File: src/rtl/nvm_access_pkg.sv
package nvm_access_pkg;
  localparam logic [2:0] ACT_CODE_A = 3'b010;
  localparam logic [2:0] ACT_CODE_B = 3'b101;
  localparam logic [1:0] WE_SINGLE  = 2'b01;
  localparam logic [1:0] WE_FLOOD   = 2'b10;

  typedef struct packed {
    logic singleRd;
    logic singleWr;
    logic startBlock;
    logic reject;
    logic abort;
  } nvmStrobe_t;

  function automatic logic isActCode(input logic [2:0] code);
    return (code == ACT_CODE_A) || (code == ACT_CODE_B);
  endfunction
endpackage

File: src/rtl/nvm_access_ctrl.sv
module nvm_access_ctrl
  import nvm_access_pkg::*;
#(
  parameter int REG_AW = 8,
  parameter logic [REG_AW-1:0] CTRL_ADDR = 8'h2C,
  parameter int STARTUP_CYCLES = 2000
) (
  input  logic              clk,
  input  logic              rstN,
  input  logic [REG_AW-1:0] regAddr,
  input  logic [7:0]        regWdata,
  input  logic              regWe,
  input  logic              memRdReq,
  input  logic              memWrReq,
  input  logic              busy,
  output logic [7:0]        ctrlByte,
  output logic              readyFlag,
  output nvmStrobe_t        strobe
);
  localparam int CW = $clog2(STARTUP_CYCLES + 1);
  localparam logic [CW-1:0] CNT_LAST = CW'(STARTUP_CYCLES - 1);

  logic [7:0]    ctrlQ;
  logic [CW-1:0] cntQ;
  logic          readyQ;
  logic          wrHit;
  logic [7:0]    nextByte;
  logic          nextAct;
  logic          clearNow;
  logic          readyOk;
  logic          anyReq;
  logic          permitWr;
  logic          accept;

  assign wrHit    = regWe && (regAddr == CTRL_ADDR);
  assign nextByte = wrHit ? regWdata : ctrlQ;
  assign nextAct  = isActCode(nextByte[2:0]);
  assign clearNow = !nextAct || (nextByte[2:0] != ctrlQ[2:0]);
  assign readyOk  = readyQ && !clearNow;

  always_ff @(posedge clk or negedge rstN) begin
    if (!rstN) begin
      ctrlQ  <= '0;
      cntQ   <= '0;
      readyQ <= 1'b0;
    end else begin
      ctrlQ <= nextByte;
      if (clearNow) begin
        cntQ   <= '0;
        readyQ <= 1'b0;
      end else if (!readyQ) begin
        if (cntQ == CNT_LAST) readyQ <= 1'b1;
        else cntQ <= cntQ + 1'b1;
      end
    end
  end

  assign anyReq   = memRdReq || memWrReq;
  assign permitWr = (ctrlQ[4:3] == WE_SINGLE) || (ctrlQ[4:3] == WE_FLOOD);
  assign accept   = anyReq && readyOk && !busy && !(memRdReq && memWrReq)
                    && (memRdReq || permitWr);

  always_comb begin
    strobe            = '0;
    strobe.reject     = anyReq && !accept;
    strobe.singleRd   = accept && memRdReq;
    strobe.singleWr   = accept && memWrReq && (ctrlQ[4:3] == WE_SINGLE);
    strobe.startBlock = accept && memWrReq && (ctrlQ[4:3] == WE_FLOOD);
    strobe.abort      = !readyOk;
  end

  assign ctrlByte  = ctrlQ;
  assign readyFlag = readyQ;
endmodule

File: src/rtl/nvm_access_dp.sv
module nvm_access_dp
  import nvm_access_pkg::*;
#(
  parameter int DEPTH = 64,
  localparam int AW = (DEPTH > 1) ? $clog2(DEPTH) : 1
) (
  input  logic          clk,
  input  logic          rstN,
  input  nvmStrobe_t    strobe,
  input  logic [AW-1:0] memAddr,
  input  logic [7:0]    memWdata,
  input  logic          arrAck,
  output logic          arrRd,
  output logic          arrWr,
  output logic [AW-1:0] arrAddr,
  output logic [7:0]    arrWdata,
  output logic          busy,
  output logic          errPulse
);
  localparam logic [AW-1:0] LAST_ADDR = AW'(DEPTH - 1);

  logic          rdQ, wrQ, busyQ, errQ;
  logic [AW-1:0] addrQ;
  logic [7:0]    dataQ;

  always_ff @(posedge clk or negedge rstN) begin
    if (!rstN) begin
      rdQ   <= 1'b0;
      wrQ   <= 1'b0;
      busyQ <= 1'b0;
      errQ  <= 1'b0;
      addrQ <= '0;
      dataQ <= '0;
    end else begin
      rdQ  <= 1'b0;
      errQ <= strobe.reject;
      if (busyQ) begin
        if (strobe.abort) begin
          busyQ <= 1'b0;
          wrQ   <= 1'b0;
        end else if (arrAck) begin
          if (addrQ == LAST_ADDR) begin
            busyQ <= 1'b0;
            wrQ   <= 1'b0;
          end else begin
            addrQ <= addrQ + 1'b1;
          end
        end
      end else begin
        wrQ <= 1'b0;
        if (strobe.startBlock) begin
          busyQ <= 1'b1;
          wrQ   <= 1'b1;
          addrQ <= '0;
          dataQ <= memWdata;
        end else if (strobe.singleWr) begin
          wrQ   <= 1'b1;
          addrQ <= memAddr;
          dataQ <= memWdata;
        end else if (strobe.singleRd) begin
          rdQ   <= 1'b1;
          addrQ <= memAddr;
        end
      end
    end
  end

  assign arrRd    = rdQ;
  assign arrWr    = wrQ;
  assign arrAddr  = addrQ;
  assign arrWdata = dataQ;
  assign busy     = busyQ;
  assign errPulse = errQ;
endmodule

File: src/rtl/nvm_access_top.sv
module nvm_access_top
  import nvm_access_pkg::*;
#(
  parameter int REG_AW = 8,
  parameter logic [REG_AW-1:0] CTRL_ADDR = 8'h2C,
  parameter int STARTUP_CYCLES = 2000,
  parameter int DEPTH = 64,
  localparam int AW = (DEPTH > 1) ? $clog2(DEPTH) : 1
) (
  input  logic              clk,
  input  logic              rstN,
  input  logic [REG_AW-1:0] regAddr,
  input  logic [7:0]        regWdata,
  input  logic              regWe,
  output logic [7:0]        regRdata,
  input  logic              memRdReq,
  input  logic              memWrReq,
  input  logic [AW-1:0]     memAddr,
  input  logic [7:0]        memWdata,
  input  logic              arrAck,
  output logic              arrRd,
  output logic              arrWr,
  output logic [AW-1:0]     arrAddr,
  output logic [7:0]        arrWdata,
  output logic              regulatorEn,
  output logic              memReady,
  output logic              blockBusy,
  output logic              accessErr,
  output logic [2:0]        testSel,
  output logic              testActive
);
  nvmStrobe_t strobe;
  logic [7:0] ctrlByte;
  logic       busy;

  nvm_access_ctrl #(
    .REG_AW(REG_AW), .CTRL_ADDR(CTRL_ADDR), .STARTUP_CYCLES(STARTUP_CYCLES)
  ) uCtrl (
    .clk(clk), .rstN(rstN), .regAddr(regAddr), .regWdata(regWdata), .regWe(regWe),
    .memRdReq(memRdReq), .memWrReq(memWrReq), .busy(busy),
    .ctrlByte(ctrlByte), .readyFlag(memReady), .strobe(strobe)
  );

  nvm_access_dp #(.DEPTH(DEPTH)) uDp (
    .clk(clk), .rstN(rstN), .strobe(strobe), .memAddr(memAddr), .memWdata(memWdata),
    .arrAck(arrAck), .arrRd(arrRd), .arrWr(arrWr), .arrAddr(arrAddr),
    .arrWdata(arrWdata), .busy(busy), .errPulse(accessErr)
  );

  assign regRdata    = (regAddr == CTRL_ADDR) ? ctrlByte : 8'h00;
  assign regulatorEn = isActCode(ctrlByte[2:0]);
  assign blockBusy   = busy;
  assign testSel     = ctrlByte[7:5];
  assign testActive  = |ctrlByte[7:5];
endmodule

File: config.mk
export PLATFORM = sky130hd
export DESIGN_NAME = nvm_access_top
export DESIGN_NICKNAME = d
export VERILOG_FILES = /design/src/rtl/nvm_access_pkg.sv /design/src/rtl/nvm_access_ctrl.sv /design/src/rtl/nvm_access_dp.sv /design/src/rtl/nvm_access_top.sv
export SDC_FILE = /design/constraint.sdc
export NUM_CORES = 1
export LEC_CHECK = 0
export BUFFER_PORTS_ARGS = -buffer_cell sky130_fd_sc_hd__buf_2
export CORE_ASPECT_RATIO = 1.5
export CORE_UTILIZATION = 45
export DETAILED_ROUTE_END_ITERATION = 7
export PLACE_DENSITY = 0.81
export SYNTH_ARGS = -nofsm -noshare
export SYNTH_HDL_FRONTEND = slang
export SYNTH_SLANG_ARGS = --single-unit
File: constraint.sdc
create_clock -name clk -period 3 [get_ports clk]
set_input_delay 0.3 -clock clk [delete_from_list [all_inputs] [get_ports clk]]
set_output_delay 0.3 -clock clk [all_outputs]
set_load 0.01 [all_outputs]
Yosys cells after proc, flatten, opt, wreduce, memory -nomap -nowiden --
Index checks and enable logic that the tools add are counted.
Word-level totals: bits in registers 38, input bits 36, word-level logic and storage cells 92
Cells by class: $add $sub $neg 2, equality and inequality tests 17, multiplexer cells 32, bitwise gates (word level) 1, reduce and logical (&&, ||, !) cells 30
Operators with widths (number):
- two-way mux 6 bit | 7
- two-way mux 11 bit | 3
- two-way mux 8 bit | 3
- two-way mux 1 bit | 18
- logical AND 1 bit | 12
- adder 11 x 1 -> 11 bit (second input constant) | 1
- == test 11 bit (second input constant) | 1
- == test 8 x 6 -> 1 bit (second input constant) | 1
- inequality test 2 bit (second input constant) | 4
- adder 6 x 1 -> 6 bit (second input constant) | 1
- == test 3 x 2 -> 1 bit (second input constant) | 2
- == test 3 bit (second input constant) | 2
- == test 6 bit (second input constant) | 1
- logical OR 1 bit | 6
- inequality test 3 bit (second input constant) | 2
- AND reduction 2 bit | 3
- logical NOT 1 bit | 5
- AND reduction 4 bit | 1
- nonzero test 4 bit | 1
- two-way mux 3 bit | 1
- inequality test 3 bit | 1
- OR reduction 3 bit | 1
- == test 2 x 1 -> 1 bit (second input constant) | 1
- == test 2 bit (second input constant) | 1
- 3 further kinds | 3

Longest topological paths before layout --
Gate-level depths: netlist of run 1.
depth after elaboration 18, gate-level depth with buffers 7

Modules after synthesis --
From an unflattened synthesis of run 1, not the netlist that was laid out.
Second synthesis, totals: cell total of the unflattened synthesis 219, area, all modules 2189.6 µm²
By module, submodules not included:
- nvm_access_ctrl | instances 1, cells an instance 98, area an instance 1073.5 µm², sequential area each 500.5 µm²
- nvm_access_dp | instances 1, cells an instance 97, area an instance 942.2 µm², sequential area each 450.4 µm²
- nvm_access_top | instances 1, cells an instance 24, area an instance 173.9 µm², sequential area each 0.0 µm²

Worst setup path before layout of run 1 --
Ideal clock, no wire load.
path type register -> register, start point register uDp.addrQ[0] (netlist: uDp.arrAddr[0]), end point register uDp.addrQ[1] (netlist: uDp.arrAddr[1]), library setup time 0.128 ns, arrival 1.894 ns, slack 0.979 ns, cell stages (with the launch flop) 7, period minus slack after synthesis 2.021 ns, cell sequence dfrtp_1 -> ha_1 -> and3_1 -> nand3_2 -> a311oi_4 -> or2_4 -> mux2_1
On the way: word-level cells in the longest chain between the ends 5, elaborated cells on any way between the ends 8, those cells by class add/sub (1); eq/ne (2); mux (4); reduce/logical (1)
RTL lines:
- from (decl) | RTL line nvm_access_dp.sv:23 | logic [AW-1:0] addrQ;
- from (signal assigned) | RTL line nvm_access_dp.sv:46 | addrQ <= addrQ + 1'b1;
- from (signal assigned) | RTL line nvm_access_dp.sv:58 | addrQ <= memAddr;
- from (signal assigned) | RTL line nvm_access_dp.sv:62 | addrQ <= memAddr;
- adder 6 x 1 -> 6 bit | RTL line nvm_access_dp.sv:46
- two-way mux 6 bit | RTL line nvm_access_dp.sv:42 | if (addrQ == LAST_ADDR) begin
- two-way mux 6 bit | RTL line nvm_access_dp.sv:41 | end else if (arrAck) begin
- two-way mux 6 bit | RTL line nvm_access_dp.sv:38 | if (strobe.abort) begin
- two-way mux 6 bit | RTL line nvm_access_dp.sv:37 | if (busyQ) begin
Parallel ways exist; a longest one is shown, timed or not. The select of a mux whose other input is x is not followed. A chain may end at the register's enable or synchronous reset.

Final worst setup path of run 1 --
start point register uCtrl.ctrlQ[3] (netlist: uCtrl.ctrlByte[3]), end point register uDp.addrQ[1] (netlist: uDp.arrAddr[1])
On the way: word-level cells in the longest chain between the ends 9, elaborated cells on any way between the ends 14, those cells by class eq/ne (2); mux (3); reduce/logical (9)
RTL lines:
- from (decl) | RTL line nvm_access_ctrl.sv:23 | logic [7:0] ctrlQ;
- from (signal assigned) | RTL line nvm_access_ctrl.sv:47 | ctrlQ <= nextByte;
- == test 2 x 1 -> 1 bit or == test 2 bit (tied branches) | RTL line nvm_access_ctrl.sv:59, nvm_access_ctrl.sv:67, nvm_access_ctrl.sv:68
- logical OR 1 bit | RTL line nvm_access_ctrl.sv:59 | assign permitWr = (ctrlQ[4:3] == WE_SINGLE) || (ctrlQ[4:3] == WE_FLOOD);
- logical OR 1 bit | RTL line nvm_access_ctrl.sv:61 | && (memRdReq || permitWr);
- logical AND 1 bit | RTL line nvm_access_ctrl.sv:61
- logical AND 1 bit | RTL line nvm_access_ctrl.sv:67, nvm_access_ctrl.sv:68
- logical AND 1 bit | RTL line nvm_access_ctrl.sv:67 | strobe.singleWr = accept && memWrReq && (ctrlQ[4:3] == WE_SINGLE);
- two-way mux 6 bit | RTL line nvm_access_dp.sv:56 | end else if (strobe.singleWr) begin
- two-way mux 6 bit | RTL line nvm_access_dp.sv:51 | if (strobe.startBlock) begin
- two-way mux 6 bit | RTL line nvm_access_dp.sv:37
Parallel ways exist; a longest one is shown, timed or not.

==> flow_summary.ini, run 1 <==
[setup_path]
reg2reg_depth = 7
worstPathRequired_ns = 3.18
regToRegEndpoint = uDp.arrAddr[1]$_DFFE_PN0P_
crit_start = uCtrl.ctrlByte[3]$_DFFE_PN0N_
cp_max_fo = 10
critPathArrivalTime_ns = 2.42
crit_type = flip-flop to flip-flop
startpoint_type = flip-flop
endpoint_kind = flip-flop
r2r_setup_slack_ns = 0.76
r2r_start = uCtrl.ctrlByte[3]$_DFFE_PN0N_

[synthesis]
netlist_instances = 193
synth_flop_cell = dfrtp_1
syn-num-nets = 233
ys_ff_latch = 38
ys_types = 50
synthArstFlopShare_pct = 100
yosysSeqAreaShare_pct = 44.6
ys.warnings.count = 0
syn-cell-area_sq_um = 2130
synth.avg_cell_area_sq_um = 11.0
synth_edf_count = 0

[routing]
postRouteAntennaNets = 0
via_per_inst = 5.27
first_pass_iters = 4
wl_met3_microns = 191
route.detailed.drc = 0
wl_met2_mm = 2.21
wl_per_cell_microns = 12.8
initialDrtViolationCount = 70
dr_total_vias = 1709
topRoutingLayerUsed = met4
drt-met1-wl_mm = 1.69
routed_wl_mm = 4.16

[clock_tree]
cts_tree = done
cts_setup_buffers = 0
cts.sinks = 38
cts_made_buffers = 5
insertion_delay_ns = 0.29
cts-root-buf = clkbuf_8
clockBufferDepth = 2
path_clk_slew_ns = 0.07
cts_hold_buf = 0
cts_resized = 0
htreeDepth = 2

[sta]
fmax_ghz = 0.446
clock_skew_ns = 0.00368
slew_headroom_pct = 45.8
finalCritPeriodShare_pct = 74.8
min_period_ns = 2.24
finalSetupTns_ns = 0
setup_viol = 0
finalHoldViolations = 0
worstMarginPinSlew_ns = 0.813
grt_setup_unrepaired = no
drv_slew = 0

[finish]
register_area_sq_um = 951
diodes = 0
fin_nets = 299
fill_cells = 409
final_cell_count_no_fill = 324
multi_input_area_sq_um = 1090
synthToLayoutAreaGrowth_pct = 23.2
layout_commonest_cell = buf_2
layout-drive-gt1-share_pct = 40.0
final_cell_mix = 67 x buf_2, 38 x dfrtp_1, 25 x nor2_1, 13 x and3_1, 11 x nand2_1

[run]
drv_cap = 0

[floorplanning]
initial_core_util_pct = 46.9
die_w_microns = 58.2
design.die.area_sq_um = 5020
ios = 68
core_region_area_sq_um = 4540
std_cell_rows = 30
die_y_microns = 86.3

[power]
ir_drop_mv = 0.280
p_per_area_nw_per_um2 = 425
power_leakage_nw = 1.31

[global_route]
track_usage_pct = 17.9
antenna_found_initial = 0
overflow = 0
grt_pass1_vias = 1600
grt_pass1_wl_mm = 6.86
grt_max_degree = 39

[status]
status = complete, no violations

[place]
dp_cells = 316
io_buffers = 67
place_congestion = 0.822
dp_hpwl_mm = 3.08

[hold_path]
hold_path.class = primary input to asynchronous set/reset pin
[area by class of cell]
type,count,area share [%]
clock inverters,3,2.62
flip-flops and latches,38,36.2
multi-input cells,141,41.6
repair buffers,69,13.3
well taps,64,3.05
clock buffers,5,2.62
inverters,4,0.572
[synth_stat cells, types with 2 or more instances]
cell / instances / share of area (%)
dfrtp_1: 38 / 45
nor2_1: 25 / 4.4
and3_1: 13 / 3.8
nand2_1: 11 / 1.9
nand3b_1: 10 / 3.5
mux2_2: 9 / 4.8
mux2_4: 8 / 5.6
xnor2_1: 7 / 2.9
nand3_1: 5 / 1.2
ha_1: 4 / 2.3
inv_1: 4 / 0.70
a21oi_1: 3 / 0.70
buf_4: 3 / 1.1
buf_6: 3 / 1.6
nand4_1: 3 / 0.88
o21ai_1: 3 / 0.70
xor2_1: 3 / 1.2
a211o_1: 2 / 0.82
buf_2: 2 / 0.47
clkbuf_1: 2 / 0.35
nor3_1: 2 / 0.47
nor3b_1: 2 / 0.70
nor4_1: 2 / 0.59
o21ai_0: 2 / 0.47
o31ai_1: 2 / 0.70
[worst max-delay path by stage]
stage	to
after floorplan	uDp.arrAddr[1]$_DFFE_PN0P_
after global placement	uDp.arrWdata[1]$_DFFE_PN0P_
after detailed placement	uDp.arrWdata[7]$_DFFE_PN0P_
after CTS	uDp.arrAddr[1]$_DFFE_PN0P_
after global routing	uDp.arrAddr[1]$_DFFE_PN0P_
final	uDp.arrAddr[1]$_DFFE_PN0P_
[worst max-delay path: stages, from the launching register on]
cell and delay, ns:
dfrtp_1 0.40, inv_1 0.06, ha_1 0.21, nor2_1 0.11, and4bb_2 0.28, a311oi_4 0.50
or2_4 0.24, mux2_1 0.32
[flip-flops by register name, summed over array words and instances (netlist names)]
register	cells
uCtrl.readyFlag	1
uDp.busy	1
uCtrl.cntQ	11
uCtrl.ctrlByte	8
uDp.arrWr	1
uDp.arrRd	1
uDp.arrAddr	6
uDp.errPulse	1
uDp.arrWdata	8
[report_power, final]
group	internal [mW]	leakage, nW	switching (mW)	total (mW)
logic	0.0366	0.730	0.0418	0.0783
clock network	0.333	0.0683	0.181	0.514
registers	0.519	0.515	0.00635	0.525
total	0.888	1.31	0.229	1.12
[routing by layer]
layer / vias to the layer above / GRT usage, %
met2: 53 / 32.3
met5: - / 0
met4: 0 / 7.14
met3: 5 / 3.73
met1: 828 / 20.0
li1: 823 / -
[metrics by stage]
stage          total power, mW  cell area [sq um]  worst slack [ns]  hold WS, ns  util [%]
6_report                  1.12               2630             0.757       0.0991      57.8
5_1_grt                   1.16               2630             0.639        0.169      57.8
4_1_cts                   1.13               2630             0.764        0.135      57.8
3_5_place_dp             0.615               2490             0.568        0.449      54.8
3_3_place_gp             0.612               2490             0.658        0.441      54.8
2_1_floorplan            0.569               2130             0.979      0.00441         -
[kinds of logic (layout without fill, tap and decap cells)]
family	after synthesis	count (layout)	share of synthesized area (%)
xor+xnor	10	10	4.11
fa+ha+maj	4	4	2.35
flops	38	38	44.6
simple gates	88	88	25.2
mux	19	19	11.4
compound gates	20	20	8.22
buf+inv	14	81	4.17
No activity file was read; power rests on OpenSTA's default activity.
==> run 2: changes to the inputs <==
Settings changed: ABC_AREA set to 1, PLACE_DENSITY 0.81 to 0.8.
Clock period 3 ns to 2.2 ns, I/O delays scaled along.
==> flow_summary.ini, run 2 <==
[routing]
via_per_inst = 4.86
routed_wl_mm = 4.90
route.detailed.drc = 0
wl_per_cell_microns = 11.0
first_pass_iters = 4
postRouteAntennaNets = 0
dr_total_vias = 2169
initialDrtViolationCount = 139

[global_route]
track_usage_pct = 19.5
grt_max_degree = 39
grt_pass1_vias = 1962
grt_pass1_wl_mm = 7.91
overflow = 0
antenna_found_initial = 0

[setup_path]
cp_max_fo = 6
worstPathRequired_ns = 2.37
endpoint_kind = flip-flop
reg2reg_depth = 11
setup.worst_path.end = uCtrl.cntQ[5]$_DFFE_PN0P_
startpoint_type = flip-flop
r2r_start = uCtrl.cntQ[0]$_DFFE_PN0P_
crit_type = flip-flop to flip-flop
regToRegEndpoint = uCtrl.cntQ[5]$_DFFE_PN0P_
r2r_setup_slack_ns = 0.20
crit_start = uCtrl.cntQ[0]$_DFFE_PN0P_
critPathArrivalTime_ns = 2.17

[clock_tree]
cts_setup_buffers = 0
cts_resized = 0
clockBufferDepth = 2
insertion_delay_ns = 0.29
path_clk_slew_ns = 0.07
cts-root-buf = clkbuf_8
cts_hold_buf = 0
cts.sinks = 38
cts_made_buffers = 5
cts_tree = done
htreeDepth = 2

[status]
status = complete, no violations

[finish]
synthToLayoutAreaGrowth_pct = 19.5
layout-drive-gt1-share_pct = 27.6
diodes = 0
regMostFlops = uCtrl.cntQ
design_area_sq_um = 2750
final_cell_mix = 84 x nand2_1, 67 x buf_2, 53 x inv_1, 38 x dfrtp_1, 34 x nor2_1
layout_commonest_cell = nand2_1
largest_register_ffs = 11
fin_nets = 420

[floorplanning]
die_w_microns = 60.4
std_cell_rows = 31
core_region_area_sq_um = 4890
ios = 68
design.die.area_sq_um = 5410
die_y_microns = 89.6
initial_core_util_pct = 47.1

[synthesis]
ys_types = 28
synthArstFlopShare_pct = 100
yosys.cell_count.top_type = nand2_1
ys_ff_latch = 38
synth_flop_cell = dfrtp_1
post-synth-top-area-cell = dfrtp_1
syn-num-nets = 352
syn-cell-area_sq_um = 2300
ys.warnings.count = 0
synth_edf_count = 0
synth.avg_cell_area_sq_um = 7.38
netlist_instances = 312
synth_area_leaders = dfrtp_1 41%, nand2_1 14%, inv_1 8.6%, nor2_1 5.5%, nand3_1 5.0%
synth_top_area_share_pct = 41.3
synth_common_cells = 84 x nand2_1, 53 x inv_1, 38 x dfrtp_1, 34 x nor2_1, 23 x nand3_1
yosysSeqAreaShare_pct = 41.3

[place]
io_buffers = 67
place_congestion = 0.835
dp_hpwl_mm = 3.85
dpl_cell_area_sq_um = 2670

[sta]
finalHoldViolations = 0
fmax_ghz = 0.499
drv_slew = 0
min_period_ns = 2.00
finalSetupTns_ns = 0
clock_skew_ns = 0.00629
grt_setup_unrepaired = no
whs_ns = 0.0196
slew_headroom_pct = 45.8
worstMarginPinSlew_ns = 0.813
finalCritPeriodShare_pct = 91.0
setup_viol = 0

[power]
ir_drop_mv = 0.297
p_per_area_nw_per_um2 = 466
finalPower_mw = 1.28
power_leakage_nw = 1.55

[hold_path]
hold_path.class = primary input to asynchronous set/reset pin

[run]
drv_cap = 0
-- run 2: cell families (layout without fill, tap and decap cells) --
logic type,after synthesis,count (layout),synth area share (%)
DFF,38,38,41.3
xor gates and xnor gates,6,6,2.28
and+or+nand+nor,169,169,33.6
buffers and inverters,63,131,11.6
adders and majority gates,4,4,2.17
AOI/OAI and AO/OA,32,32,9.08
-- run 2: how the worst min path moves through the flow --
stage	end	slack (ns)	cells after the start
2_1_floorplan	uCtrl.cntQ[0]$_DFFE_PN0P_	-0.08	0
3_3_place_gp	uDp.arrWdata[4]$_DFFE_PN0P_	0.36	1
3_5_place_dp	uDp.arrWdata[4]$_DFFE_PN0P_	0.36	1
4_1_cts	uDp.arrWdata[4]$_DFFE_PN0P_	0.05	1
5_1_grt	uDp.arrWdata[4]$_DFFE_PN0P_	0.08	1
6_report	uDp.arrWdata[4]$_DFFE_PN0P_	0.02	1
-- run 2: cell type report --
type	instances	area, sq um
Clock buffer	5	68.8
Clock inverter	2	10.0
Fill cell	494	2140
Inverter	56	210
Multi-Input combinational cell	211	1080
Sequential cell	38	951
Tap cell	66	82.6
Timing Repair Buffer	68	343
-- run 2: layer usage --
metal | GRT usage (%) | up-vias | part of all wire [%]
met3 | 3.44 | 9 | 3.8
met4 | 9.51 | 0 | 2.0
li1 | - | 1091 | -
met1 | 20.7 | 1010 | 39
met5 | 0 | - | 0
met2 | 36.0 | 59 | 55
-- run 2: metrics by stage --
stage | setup WS (ns) | util (%) | instances
floorplan | 0.500 | - | 312
global placement | 0.144 | 54.7 | 439
detailed placement | 0.0686 | 54.7 | 439
CTS | 0.207 | 56.3 | 446
global route | 0.00645 | 56.3 | 446
finish | 0.198 | 56.3 | 446
-- run 2: where the power goes --
part / internal [mW] / switching [mW] / leakage [nW] / total, mW
combinational: 0.0495 / 0.0781 / 1.00 / 0.128
clock: 0.212 / 0.226 / 0.0438 / 0.438
sequential: 0.710 / 0.00662 / 0.504 / 0.716
total: 0.971 / 0.311 / 1.55 / 1.28
-- run 2: critical path, cell delays in order, from the launching register on --
cell	delay [ns]
dfrtp_1	0.40
ha_1	0.21
nand3_1	0.10
nor3_1	0.07
a31oi_1	0.28
inv_1	0.18
nand2_4	0.14
nand2_1	0.06
nor2_1	0.23
nand3_1	0.10
nand2_1	0.07
a21oi_1	0.04
